## src/rtl/amap_pkg.sv

```systemverilog
// Shared types for the absolute address mapper.
// Assumes a 64-bit absolute address and a narrow view of 32 bits.
package amap_pkg;

    localparam int ADDR_W   = 64;
    localparam int NARROW_W = 32;

    // Window of the narrow space chosen by the top two nibbles
    typedef enum logic [1:0] {
        SPACE_MEM = 2'd0,
        SPACE_IO  = 2'd1,
        SPACE_FW  = 2'd2
    } space_e;

    // Extension rule picked from the mode flags
    typedef enum logic [1:0] {
        MODE_WIDE   = 2'd0,
        MODE_NARROW = 2'd1,
        MODE_LEGACY = 2'd2
    } mode_e;

    typedef struct packed {
        logic exec;
        logic wr;
        logic rd;
    } rights_t;

    localparam rights_t RIGHTS_ALL = '{exec: 1'b1, wr: 1'b1, rd: 1'b1};

endpackage

```

## src/rtl/amap_mode_select.sv

```systemverilog
// Picks the extension rule from the two mode flags.
// Assumes the wide flag wins over the legacy flag.
module amap_mode_select
    import amap_pkg::*;
(
    input  logic  wide,
    input  logic  legacy,
    output mode_e mode
);

    // Priority: wide, then legacy, then the narrow window rules
    always_comb begin
        if (wide) begin
            mode = MODE_WIDE;
        end else if (legacy) begin
            mode = MODE_LEGACY;
        end else begin
            mode = MODE_NARROW;
        end
    end

endmodule

```

## src/rtl/amap_space_decode.sv

```systemverilog
// Classifies the low word of an address into memory, I/O or firmware window.
// Assumes the top nibble selects the I/O area, and the next nibble at zero
// marks the firmware window inside it.
module amap_space_decode
    import amap_pkg::*;
(
    input  logic [NARROW_W-1:0] low_word,
    output space_e              space
);

    localparam int TOP_HI = NARROW_W - 1;
    localparam int TOP_LO = NARROW_W - 4;
    localparam int SUB_HI = NARROW_W - 5;
    localparam int SUB_LO = NARROW_W - 8;

    logic top_all_ones;
    logic sub_zero;

    // Evaluate the two nibble conditions
    always_comb begin
        top_all_ones = &low_word[TOP_HI:TOP_LO];
        sub_zero     = ~|low_word[SUB_HI:SUB_LO];
    end

    // Turn the nibble conditions into a window code
    always_comb begin
        if (!top_all_ones) begin
            space = SPACE_MEM;
        end else if (sub_zero) begin
            space = SPACE_FW;
        end else begin
            space = SPACE_IO;
        end
    end

endmodule

```

## src/rtl/amap_extend.sv

```systemverilog
// Builds the 64-bit physical address from the absolute address, the mode
// and the narrow window. Assumes PHYS_W lies between 36 and 54.
module amap_extend
    import amap_pkg::*;
#(
    parameter int PHYS_W = 54
) (
    input  logic [ADDR_W-1:0] addr,
    input  mode_e             mode,
    input  space_e            space,
    output logic [ADDR_W-1:0] phys
);

    localparam int FW_BIT = PHYS_W - 4;
    localparam logic [ADDR_W-1:0] FW_MASK = {ADDR_W{1'b1}} << FW_BIT;

    logic [ADDR_W-1:0] wide_ext;
    logic [ADDR_W-1:0] zero_ext;
    logic [ADDR_W-1:0] sign_ext;
    logic [ADDR_W-1:0] fw_ext;

    // Wide view: keep PHYS_W bits and copy the top kept bit upward
    always_comb begin
        for (int i = 0; i < ADDR_W; i++) begin
            wide_ext[i] = (i < PHYS_W) ? addr[i] : addr[PHYS_W-1];
        end
    end

    // Narrow forms: zero, sign and firmware relocation of the low word
    always_comb begin
        zero_ext = {{(ADDR_W-NARROW_W){1'b0}}, addr[NARROW_W-1:0]};
        sign_ext = {{(ADDR_W-NARROW_W){addr[NARROW_W-1]}}, addr[NARROW_W-1:0]};
        fw_ext   = zero_ext | FW_MASK;
    end

    // Pick the form by mode, then by window
    always_comb begin
        unique case (mode)
            MODE_WIDE:   phys = wide_ext;
            MODE_LEGACY: phys = zero_ext;
            default: begin
                unique case (space)
                    SPACE_IO: phys = sign_ext;
                    SPACE_FW: phys = fw_ext;
                    default:  phys = zero_ext;
                endcase
            end
        endcase
    end

endmodule

```

## src/rtl/amap_out_stage.sv

```systemverilog
// Optional output register with a valid flag beside the data.
// REG_OUT=1: one cycle latency, data held while idle, synchronous active-low
// reset. REG_OUT=0: straight pass-through.
module amap_out_stage #(
    parameter int DATA_W  = 67,
    parameter bit REG_OUT = 1'b1
) (
    input  logic              clk,
    input  logic              rst_n,
    input  logic              in_valid,
    input  logic [DATA_W-1:0] in_data,
    output logic              out_valid,
    output logic [DATA_W-1:0] out_data
);

    generate
        if (REG_OUT) begin : g_reg
            // Valid flag follows the request by one cycle
            always_ff @(posedge clk) begin
                if (!rst_n) begin
                    out_valid <= 1'b0;
                end else begin
                    out_valid <= in_valid;
                end
            end

            // Data captured only with a request, held otherwise
            always_ff @(posedge clk) begin
                if (!rst_n) begin
                    out_data <= '0;
                end else if (in_valid) begin
                    out_data <= in_data;
                end
            end

            a_r8_valid_follows: assert property (@(posedge clk) disable iff (!rst_n)
                in_valid |=> out_valid)
                else $error("a_r8_valid_follows");

            a_r8_data_captured: assert property (@(posedge clk) disable iff (!rst_n)
                in_valid |=> (out_data == $past(in_data)))
                else $error("a_r8_data_captured");

            a_r9_idle_holds: assert property (@(posedge clk) disable iff (!rst_n)
                !in_valid |=> (!out_valid && $stable(out_data)))
                else $error("a_r9_idle_holds");
        end else begin : g_comb
            // Pass-through variant
            always_comb begin
                out_valid = in_valid;
                out_data  = in_data;
            end
        end
    endgenerate

endmodule

```

## src/rtl/abs_phys_mapper.sv

```systemverilog
// Maps an absolute address to a physical address while translation is off.
// Assumes PHYS_W is between 36 and 54. Grants full rights to every result.
module abs_phys_mapper
    import amap_pkg::*;
#(
    parameter int PHYS_W  = 54,
    parameter bit REG_OUT = 1'b1
) (
    input  logic        clk,
    input  logic        rst_n,
    input  logic        in_valid,
    input  logic [63:0] in_addr,
    input  logic        in_wide,
    input  logic        in_legacy,
    output logic        out_valid,
    output logic [63:0] out_phys,
    output logic [2:0]  out_rights
);

    localparam int RIGHTS_W = $bits(rights_t);
    localparam int DATA_W   = ADDR_W + RIGHTS_W;
    localparam int FW_BIT   = PHYS_W - 4;

    generate
        if (PHYS_W > 54 || PHYS_W < 36) begin : g_bad_width
            $error("abs_phys_mapper: PHYS_W must lie between 36 and 54");
        end
    endgenerate

    mode_e             mode;
    space_e            space;
    logic [ADDR_W-1:0] comb_phys;
    rights_t           comb_rights;
    logic [DATA_W-1:0] stage_in;
    logic [DATA_W-1:0] stage_out;

    amap_mode_select u_mode (
        .wide   (in_wide),
        .legacy (in_legacy),
        .mode   (mode)
    );

    amap_space_decode u_space (
        .low_word (in_addr[NARROW_W-1:0]),
        .space    (space)
    );

    amap_extend #(
        .PHYS_W (PHYS_W)
    ) u_ext (
        .addr  (in_addr),
        .mode  (mode),
        .space (space),
        .phys  (comb_phys)
    );

    // Untranslated accesses always carry full rights
    always_comb begin
        comb_rights = RIGHTS_ALL;
        stage_in    = {comb_rights, comb_phys};
    end

    amap_out_stage #(
        .DATA_W  (DATA_W),
        .REG_OUT (REG_OUT)
    ) u_stage (
        .clk       (clk),
        .rst_n     (rst_n),
        .in_valid  (in_valid),
        .in_data   (stage_in),
        .out_valid (out_valid),
        .out_data  (stage_out)
    );

    // Split the stage payload onto the ports
    always_comb begin
        out_phys   = stage_out[ADDR_W-1:0];
        out_rights = stage_out[DATA_W-1:ADDR_W];
    end

    a_r1_wide_sign: assert property (@(posedge clk) disable iff (!rst_n)
        (in_valid && in_wide) |->
            ((comb_phys[PHYS_W-1:0] == in_addr[PHYS_W-1:0]) &&
             ((&comb_phys[63:PHYS_W-1]) || !(|comb_phys[63:PHYS_W-1]))))
        else $error("a_r1_wide_sign");

    a_r2_mem_zero: assert property (@(posedge clk) disable iff (!rst_n)
        (in_valid && !in_wide && !in_legacy && (in_addr[31:28] != 4'hF)) |->
            (comb_phys == {32'h0, in_addr[31:0]}))
        else $error("a_r2_mem_zero");

    a_r3_io_sign: assert property (@(posedge clk) disable iff (!rst_n)
        (in_valid && !in_wide && !in_legacy && (in_addr[31:28] == 4'hF) &&
         (in_addr[27:24] != 4'h0)) |->
            (comb_phys == {32'hFFFF_FFFF, in_addr[31:0]}))
        else $error("a_r3_io_sign");

    a_r4_fw_top: assert property (@(posedge clk) disable iff (!rst_n)
        (in_valid && !in_wide && !in_legacy && (in_addr[31:24] == 8'hF0)) |->
            ((&comb_phys[63:FW_BIT]) && (comb_phys[31:0] == in_addr[31:0])))
        else $error("a_r4_fw_top");

    a_r5_legacy_zero: assert property (@(posedge clk) disable iff (!rst_n)
        (in_valid && !in_wide && in_legacy) |->
            (comb_phys == {32'h0, in_addr[31:0]}))
        else $error("a_r5_legacy_zero");

    a_r7_full_rights: assert property (@(posedge clk) disable iff (!rst_n)
        out_valid |-> (out_rights == 3'b111))
        else $error("a_r7_full_rights");

endmodule

```

## config.mk

```make
export PLATFORM = sky130hd
export DESIGN_NAME = abs_phys_mapper
export DESIGN_NICKNAME = d
export VERILOG_FILES = /design/src/rtl/amap_pkg.sv /design/src/rtl/amap_mode_select.sv /design/src/rtl/amap_space_decode.sv /design/src/rtl/amap_extend.sv /design/src/rtl/amap_out_stage.sv /design/src/rtl/abs_phys_mapper.sv
export SDC_FILE = /design/constraint.sdc
export NUM_CORES = 1
export LEC_CHECK = 0
export ABC_AREA = 1
export BUFFER_PORTS_ARGS = -buffer_cell sky130_fd_sc_hd__buf_4
export CAP_MARGIN = 0
export CORE_MARGIN = 10
export CORE_UTILIZATION = 53
export DETAILED_ROUTE_END_ITERATION = 12
export HOLD_SLACK_MARGIN = 0.02
export PLACE_DENSITY = 0.86
export SYNTH_ARGS = -nofsm -noshare
export SYNTH_HDL_FRONTEND = slang
export SYNTH_HIERARCHICAL = 1
export SYNTH_SLANG_ARGS = --single-unit
```

## constraint.sdc

```tcl
create_clock -name clk -period 3.6 [get_ports clk]
set_input_delay 0.18 -clock clk [delete_from_list [all_inputs] [get_ports clk]]
set_output_delay 0.18 -clock clk [all_outputs]
set_load 0.005 [all_outputs]
```

# After elaboration in Yosys (flattened, before gate mapping)
# Cells that the tools add are included.
[word_totals]
register_bits = 66
elab_cells = 14
input_bits = 69
[classes]
muxes = 6
reduce_logical = 3
n_eq_ne = 3
[ops]
columns = ["cell", "n"]
rows = [
  ["one-hot mux 64 bit (2 select lines)", 2],
  ["two-way mux 2 bit", 4],
  ["equality test 2 bit, second input constant", 2],
  ["AND reduction 4 bit", 1],
  ["OR reduction 4 bit", 1],
  ["equality test 2 x 1 -> 1 bit, second input constant", 1],
  ["logical NOT 2 bit", 1],
]

# Depth between registers and ports, before layout
# Gate-level depths: netlist of the first run.
[depth]
word_depth = 6
mapped_depth = 15
mapped_depth_nobuf = 14

# Hierarchy
# The synthesis of the first run kept the hierarchy.
[by_module_without_submodules]
columns = ["module", "seq_area_each_um2", "cells_each", "area_per_inst_um2", "n_inst"]
rows = [
  ["amap_out_stage", 1361.3, 428, 2792.7, 1],
  ["amap_extend", 0.0, 101, 575.6, 1],
  ["amap_space_decode", 0.0, 12, 47.5, 1],
  ["amap_mode_select", 0.0, 3, 13.8, 1],
  ["abs_phys_mapper", 0.0, 1, 3.8, 1],
]

# Worst setup path after synthesis of the first run
# No wires, ideal clock.
[synth_timing]
path_kind = "input to register"
from = "in in_addr[28]"
to = "reg u_stage.out_data[54]"
required_ns = 3.536
path_stages = 14
arrival_time_ns = 1.453
setup_slack_ns = 2.083
path_buffers = 1
cell_sequence = "nand2_1 -> nor2_1 -> nand2_1 -> inv_1 -> inv_1 -> ha_1 -> nor2_1 -> nand2_1 -> nand2_1 -> buf_4 -> inv_1 -> nand2_1 -> nand2_1 -> nor2_1"
[synth_via]
elab_chain_cells = 5
word_cells_on_any_way = 6
cone_classes = "2 x eq/ne; 3 x mux; 1 x reduce/logical"
[synth_rtl]
columns = ["element", "line_no", "text"]
rows = [
  ["from (decl)", "abs_phys_mapper.sv:12", "input logic [63:0] in_addr,"],
  ["AND reduction 4 bit (*)", "amap_space_decode.sv:21", "top_all_ones = &low_word[TOP_HI:TOP_LO];"],
  ["two-way mux 2 bit (*)", "amap_space_decode.sv:27", "if (!top_all_ones) begin"],
  ["net space[0]", "abs_phys_mapper.sv:31", "space_e space;"],
  ["equality test 2 bit / equality test 2 x 1 -> 1 bit (equally long branches)", "amap_extend.sv:42", "unique case (space)"],
  ["one-hot mux 64 bit (2 select lines) (*)", "amap_extend.sv:42", ""],
  ["one-hot mux 64 bit (2 select lines) (*)", "amap_extend.sv:38", "unique case (mode)"],
  ["net comb_phys[54]", "abs_phys_mapper.sv:32", "logic [ADDR_W-1:0] comb_phys;"],
  ["to (signal assigned)", "amap_out_stage.sv:32", "out_data <= in_data;"],
  ["to (decl)", "amap_out_stage.sv:13", "output logic [DATA_W-1:0] out_data"],
]
# The timed path passes the listed nets; every way through them passes the cells marked *.
# A chain may end at the register's enable or synchronous reset.

# Worst setup path after layout of the first run
[layout_timing]
from = "in in_addr[28]"
to = "reg u_stage.out_data[61]"
[layout_via]
elab_chain_cells = 5
word_cells_on_any_way = 6
cone_classes = "2 x eq/ne; 3 x mux; 1 x reduce/logical"
[layout_rtl]
columns = ["element", "line_no"]
rows = [
  ["AND reduction 4 bit (*)", "amap_space_decode.sv:21"],
  ["two-way mux 2 bit (*)", "amap_space_decode.sv:27"],
  ["net space[0]", "abs_phys_mapper.sv:31"],
  ["equality test 2 bit / equality test 2 x 1 -> 1 bit (equally long branches)", "amap_extend.sv:42"],
  ["one-hot mux 64 bit (2 select lines) (*)", "amap_extend.sv:42"],
  ["one-hot mux 64 bit (2 select lines) (*)", "amap_extend.sv:38"],
]
# Marks and branches as above.

==> results of run 1 <==
==> sequential cells by signal, summed over array words and instances (netlist names) <==
name	flops
u_stage/out_valid	1
u_stage/out_data	67
==> through the flow <==
step	cells	util [%]	worst slack (ns)	total power, mW	hold WS (ns)
detailed placement	684	63.2	1.82	1.15	0.463
global placement	684	63.2	1.87	1.14	0.459
global route	700	66.3	1.91	1.85	0.138
CTS	700	66.3	2.17	1.77	0.107
finish	700	66.3	2.16	1.75	0.124
floorplan	547	-	2.08	1.04	0.456
==> worst min-delay path, stage by stage <==
cell and delay [ns]:
buf_4 0.08, inv_1 0.03, nand2_1 0.04, nand2_1 0.04
nor2_1 0.06
==> area by class of cell <==
cell class | instances | share of cell area, %
well taps | 77 | 2.30
flip-flops and latches | 68 | 32.5
multi-input cells | 335 | 30.8
clock buffers | 12 | 3.47
inverters | 76 | 6.81
repair buffers | 128 | 23.0
clock inverters | 4 | 1.17
==> cells in the mapped netlist, drive strengths merged <==
library cell  number
nand2            187
nor2             142
inv               76
dfxtp             68
buf               67
ha                 2
clkbuf             1
conb               1
nand3              1
==> layer usage <==
layer | track usage [%] | vias up
met5 | 0 | -
met4 | 5.87 | 0
met3 | 8.02 | 10
met2 | 25.6 | 94
met1 | 15.6 | 1278
li1 | - | 1642
==> how the worst max path moves through the flow <==
stage	cells past startpoint	startpoint	to
after floorplan	14	in_addr[28]	u_stage/out_data[54]$_SDFFE_PN0P_
after global placement	14	in_addr[28]	u_stage/out_data[63]$_SDFFE_PN0P_
after detailed placement	14	in_addr[28]	u_stage/out_data[61]$_SDFFE_PN0P_
after CTS	14	in_addr[28]	u_stage/out_data[61]$_SDFFE_PN0P_
after global routing	14	in_addr[28]	u_stage/out_data[54]$_SDFFE_PN0P_
final	14	in_addr[28]	u_stage/out_data[61]$_SDFFE_PN0P_
==> kinds of logic (layout without fill, tap and decap cells) <==
group                      count (synthesis)  after routing  share of synthesized area (%)
and+or+nand+nor                          330            330                           36.5
buffers and inverters                    144            220                           23.0
adders and majority gates                  2              2                          0.729
DFF                                       68             68                           39.7
other                                      1              3                          0.109
==> power by group <==
group	internal, mW	switching [mW]
clock	0.339	0.282
sequential	0.804	0.0267
combinational	0.154	0.148
==> results_dict.tcl, run 1 <==
set metrics [dict create \
    status "finished, final reports clean" \
    worst_slew_pin_slew_ns 0.763 \
    met3WireLength_um 877 \
    worst_slew_margin_rel_pct 49.1 \
    synth_cell_types 12 \
    path_max_fanout 11 \
    setup_viol 0 \
    grt_start_max_net_pins 69 \
    drive_above_1_share_pct 23.4 \
    multi_input_area_sq_um 1290 \
    drv_slew 0 \
    port_buffers 126 \
    placed_area_sq_um 3990 \
    worstHoldStart "in_addr[0]" \
    max_cap_violations 0 \
    cp_num_buf_inv 4 \
    cpMaxStageDelayCell "nand2_1" \
    synth_area_leaders "dfxtp_1, nand2_1, nor2_1" \
    fillCellCount 568 \
    r2r_cells 2 \
    synth_top_cell_by_area "dfxtp_1" \
    fin_skew_ns 0 \
    firstDrtPassIters 5 \
    ys_seq_elements 68 \
    grt_pass1_vias 2795 \
    cp-end-kind "flip-flop" \
    yosysWarningCount 6 \
    vias_per_cell 4.32 \
    crit_family "simple AND/OR/NAND/NOR gates" \
    clock_latency_ns 0.33 \
    die_area_sq_um 10100 \
    avgSynthCellArea_sq_um 6.30 \
    fp.dieH_um 100 \
    worstPathCellList "buf_4 > nand2_1 > nor2_1 > nand2_1 > inv_1 > inv_1 > ha_1 > nor2_1 > nand2_1 > nand2_1 > inv_1 > nand2_1 > nand2_1 > nor2_1" \
    cts_setup_buffers 0 \
    post_drt_wl_per_cell_um 11.3 \
    final_nets 689 \
    wl_met2_mm 3.86 \
    fmax_ghz 0.695 \
    vias 3024 \
    reg2reg_slack_ns 2.98 \
    hpwl_mm 5.82 \
    cpPeakStageDelay_ns 0.31 \
    synthCells 545 \
    power.density_nw_per_um2 419 \
    syn_area_sq_um 3430 \
    pin_count 137 \
    clockRootBuffer "clkbuf_8" \
    final_cell_mix "nand2_1, nor2_1, buf_4" \
    gp_congestion 0.791 \
    ir_drop_mv 0.316 \
    fp-row-count 29 \
    insertedDiodeCount 0 \
    synth_top_area_share_pct 39.7 \
    reg2reg_to "u_stage/out_data[30]$_SDFFE_PN0P_" \
    power.leakage_nw 2.52 \
    min_to "u_stage/out_data[0]$_SDFFE_PN0P_" \
    final_common_cell "nand2_1" \
    grt_pass1_wl_mm 12.7 \
    numCtsBuffers 9 \
    core-area_sq_um 6310 \
    cp.required_ns 3.87 \
    path_common_cell "nand2_1" \
    synth_seq_area_share_pct 39.7 \
    die_w_um 100 \
    cp.arrival_ns 1.71 \
    cts-htree-levels 3 \
    wl_met1_mm 3.11 \
    rsz0062_at_grt "no" \
    initial_core_util_pct 54.4 \
    ant_nets 0 \
    finalWirelength_mm 7.94 \
    regArea_sq_um 1360 \
    crit_type "in2reg" \
    clk_pin_slew_ns 0.07 \
    overflow 0 \
    tns_ns 0 \
    post_cts_resized 0 \
    cts_tree "built" \
    antenna_found_initial 0 \
    synthToLayoutAreaGrowth_pct 21.9 \
    critPathLaunchType "input pin" \
    drt-initial-drc-count 105 \
    min_period_ns 1.44 \
    ctsHoldBuffers 0 \
    min_period_over_period_pct 40.0 \
    drcViolationCount 0 \
    grtUsageTotal_pct 15.2 \
    min_path_type "in2reg" \
    holdPathStages 5 \
    clockBufferDepth 2 \
    hold_viol_final 0 \
    top_layer_used "met4" \
    cts_sinks 68 \
    stdcell_area_sq_um 4190 \
    r2r-start "u_stage/out_data[30]$_SDFFE_PN0P_" \
]
No activity file was read; power rests on OpenSTA's default activity.
==> run 2: changes to the inputs <==
CORE_UTILIZATION = 44   (was 53)
PLACE_DENSITY = 0.77   (was 0.86)
clock period = 1.21 ns   (was 3.6 ns; I/O delays follow)
==> results_dict.tcl, run 2 (synthesis results as in run 1) <==
set metrics [dict create \
    numCtsBuffers 9 \
    clock_latency_ns 0.33 \
    clockBufferDepth 2 \
    clk_pin_slew_ns 0.07 \
    holdPathStages 5 \
    drcViolationCount 0 \
    synthToLayoutAreaGrowth_pct 36.2 \
    final_nets 723 \
    fp.dieH_um 108 \
    crit_type "in2reg" \
    worstHoldStart "in_addr[3]" \
    final_cell_mix "nand2_1, nor2_1, buf_4" \
    hpwl_mm 5.86 \
    power.total_mw 5.59 \
    reg.largest.list "u_stage/out_data (67), u_stage/out_valid (1)" \
    hold_viol_final 0 \
    largest_reg_flops 67 \
    ant_nets 0 \
    grt_pass1_vias 3125 \
    cpPeakStageDelay_ns 0.20 \
    grtUsageTotal_pct 14.7 \
    port_buffers 126 \
    r2r_cells 2 \
    power.density_nw_per_um2 1200 \
    max_cap_violations 0 \
    overflow 0 \
    min_to "u_stage/out_data[3]$_SDFFE_PN0P_" \
    critPathLaunchType "input pin" \
    drt-initial-drc-count 134 \
    path_common_cell "nand2_1" \
    cts_tree "built" \
    core-area_sq_um 7650 \
    min_period_over_period_pct 92.9 \
    drive_above_1_share_pct 25.5 \
    reg2reg_slack_ns 0.61 \
    pin_count 137 \
    dp_cells 716 \
    cp.arrival_ns 1.36 \
    gp_congestion 0.707 \
    vias_per_cell 4.18 \
    grt_pass1_wl_mm 14.1 \
    final_common_cell "nand2_1" \
    die_area_sq_um 11700 \
    min_period_ns 1.12 \
    largest-register "u_stage/out_data" \
    fp-row-count 32 \
    firstDrtPassIters 4 \
    ir_drop_mv 0.793 \
    r2r-start "u_stage/out_data[13]$_SDFFE_PN0P_" \
    drv_slew 0 \
    initial_core_util_pct 44.9 \
    vias 3176 \
    crit_family "simple AND/OR/NAND/NOR gates" \
    worstPathCellList "buf_4 > nor2_4 > nand2_2 > nor2_4 > inv_1 > ha_1 > nand2_1 > nand2_1 > nand2_4 > nand2_2 > inv_1 > nand2_1 > nand2_1 > nor2_1" \
    path_max_fanout 5 \
    die_w_um 108 \
    status "finished, final reports clean" \
    cts_sinks 68 \
    cpMaxStageDelayCell "ha_1" \
    fin_skew_ns 0 \
    cp-end-kind "flip-flop" \
    clockRootBuffer "clkbuf_8" \
    fillCellCount 704 \
    power.leakage_nw 2.71 \
    cp_num_buf_inv 3 \
    antenna_found_initial 0 \
    finalNonFillerCells 759 \
    cts-htree-levels 3 \
    grt_start_max_net_pins 74 \
    cts_setup_buffers 0 \
    post_drt_wl_per_cell_um 11.4 \
    finalWirelength_mm 8.68 \
    rsz0062_at_grt "no" \
    fmax_ghz 0.889 \
    cp.required_ns 1.45 \
    reg2reg_to "u_stage/out_data[13]$_SDFFE_PN0P_" \
    setup_viol 0 \
    min_path_type "in2reg" \
]
## run 2: cell count changes in the layout (fill, tap and decap cells not counted), moves of 4 or more
cell,before,now
buf_12,0,4
dlygate4sd3_1,0,26
nand2_1,187,181
nand2_2,0,5
## run 2: worst max-delay path by stage
stage                            from                                end  slack [ns]  cells past startpoint
final                     in_addr[25]  u_stage/out_data[59]$_SDFFE_PN0P_        0.09                     14
after global placement    in_addr[28]  u_stage/out_data[61]$_SDFFE_PN0P_       -0.20                     14
after detailed placement  in_addr[28]  u_stage/out_data[56]$_SDFFE_PN0P_       -0.26                     14
after floorplan           in_addr[28]  u_stage/out_data[54]$_SDFFE_PN0P_       -0.06                     14
after CTS                 in_addr[28]  u_stage/out_data[56]$_SDFFE_PN0P_        0.09                     14
after global routing      in_addr[25]  u_stage/out_data[59]$_SDFFE_PN0P_       0.005                     14
## run 2: stage by stage
step	utilization, %	TNS [ns]	setup slack [ns]	hold slack (ns)	cell area [sq um]
2_1_floorplan	-	-0.547	-0.0550	0.337	3450
3_3_place_gp	54.1	-4.51	-0.201	0.343	4140
3_5_place_dp	54.1	-5.49	-0.262	0.350	4140
4_1_cts	60.4	0	0.0903	0.0232	4620
5_1_grt	61.1	0	0.00486	0.0376	4670
6_report	61.2	0	0.0857	0.0246	4680
## run 2: worst reg2reg max path: cells and delay by family, from the launching register on
| kind | cells | cell delay, ns |
|---|---|---|
| flops | 1 | 0.36 |
| simple gates | 2 | 0.17 |
## run 2: layout make-up
type / instances / area (sq um) / share of cell area (%)
diodes: 1 / 2.50 / 0.0535
repair buffers: 161 / 1320 / 28.3
flip-flops and latches: 68 / 1360 / 29.1
clock buffers: 11 / 151 / 3.24
well taps: 102 / 128 / 2.73
inverters: 76 / 285 / 6.10
multi-input cells: 336 / 1350 / 28.9
clock inverters: 4 / 72.6 / 1.55
## run 2: where the power goes
part	internal [mW]	leakage (nW)	switching [mW]	total [mW]
Sequential	2.39	0.565	0.0816	2.47
Clock	1.26	0.111	0.831	2.09
Combinational	0.550	2.04	0.476	1.03
Total	4.20	2.71	1.39	5.59
## run 2: repair_timing
action / CTS / global route
hold endpoints to repair: 26 / 0
hold buffers: 26 / 0
gates resized for setup: 0 / 14
endpoints found under the setup margin: 0 / 11
## run 2: layer usage
layer  up-vias  GRT usage [%]  wire length (um)
met3        13           5.77               794
li1       1710              -                 -
met5         -              0                 0
met4         0           6.97               158
met1      1371           14.5              3300
met2        82           26.3              4420
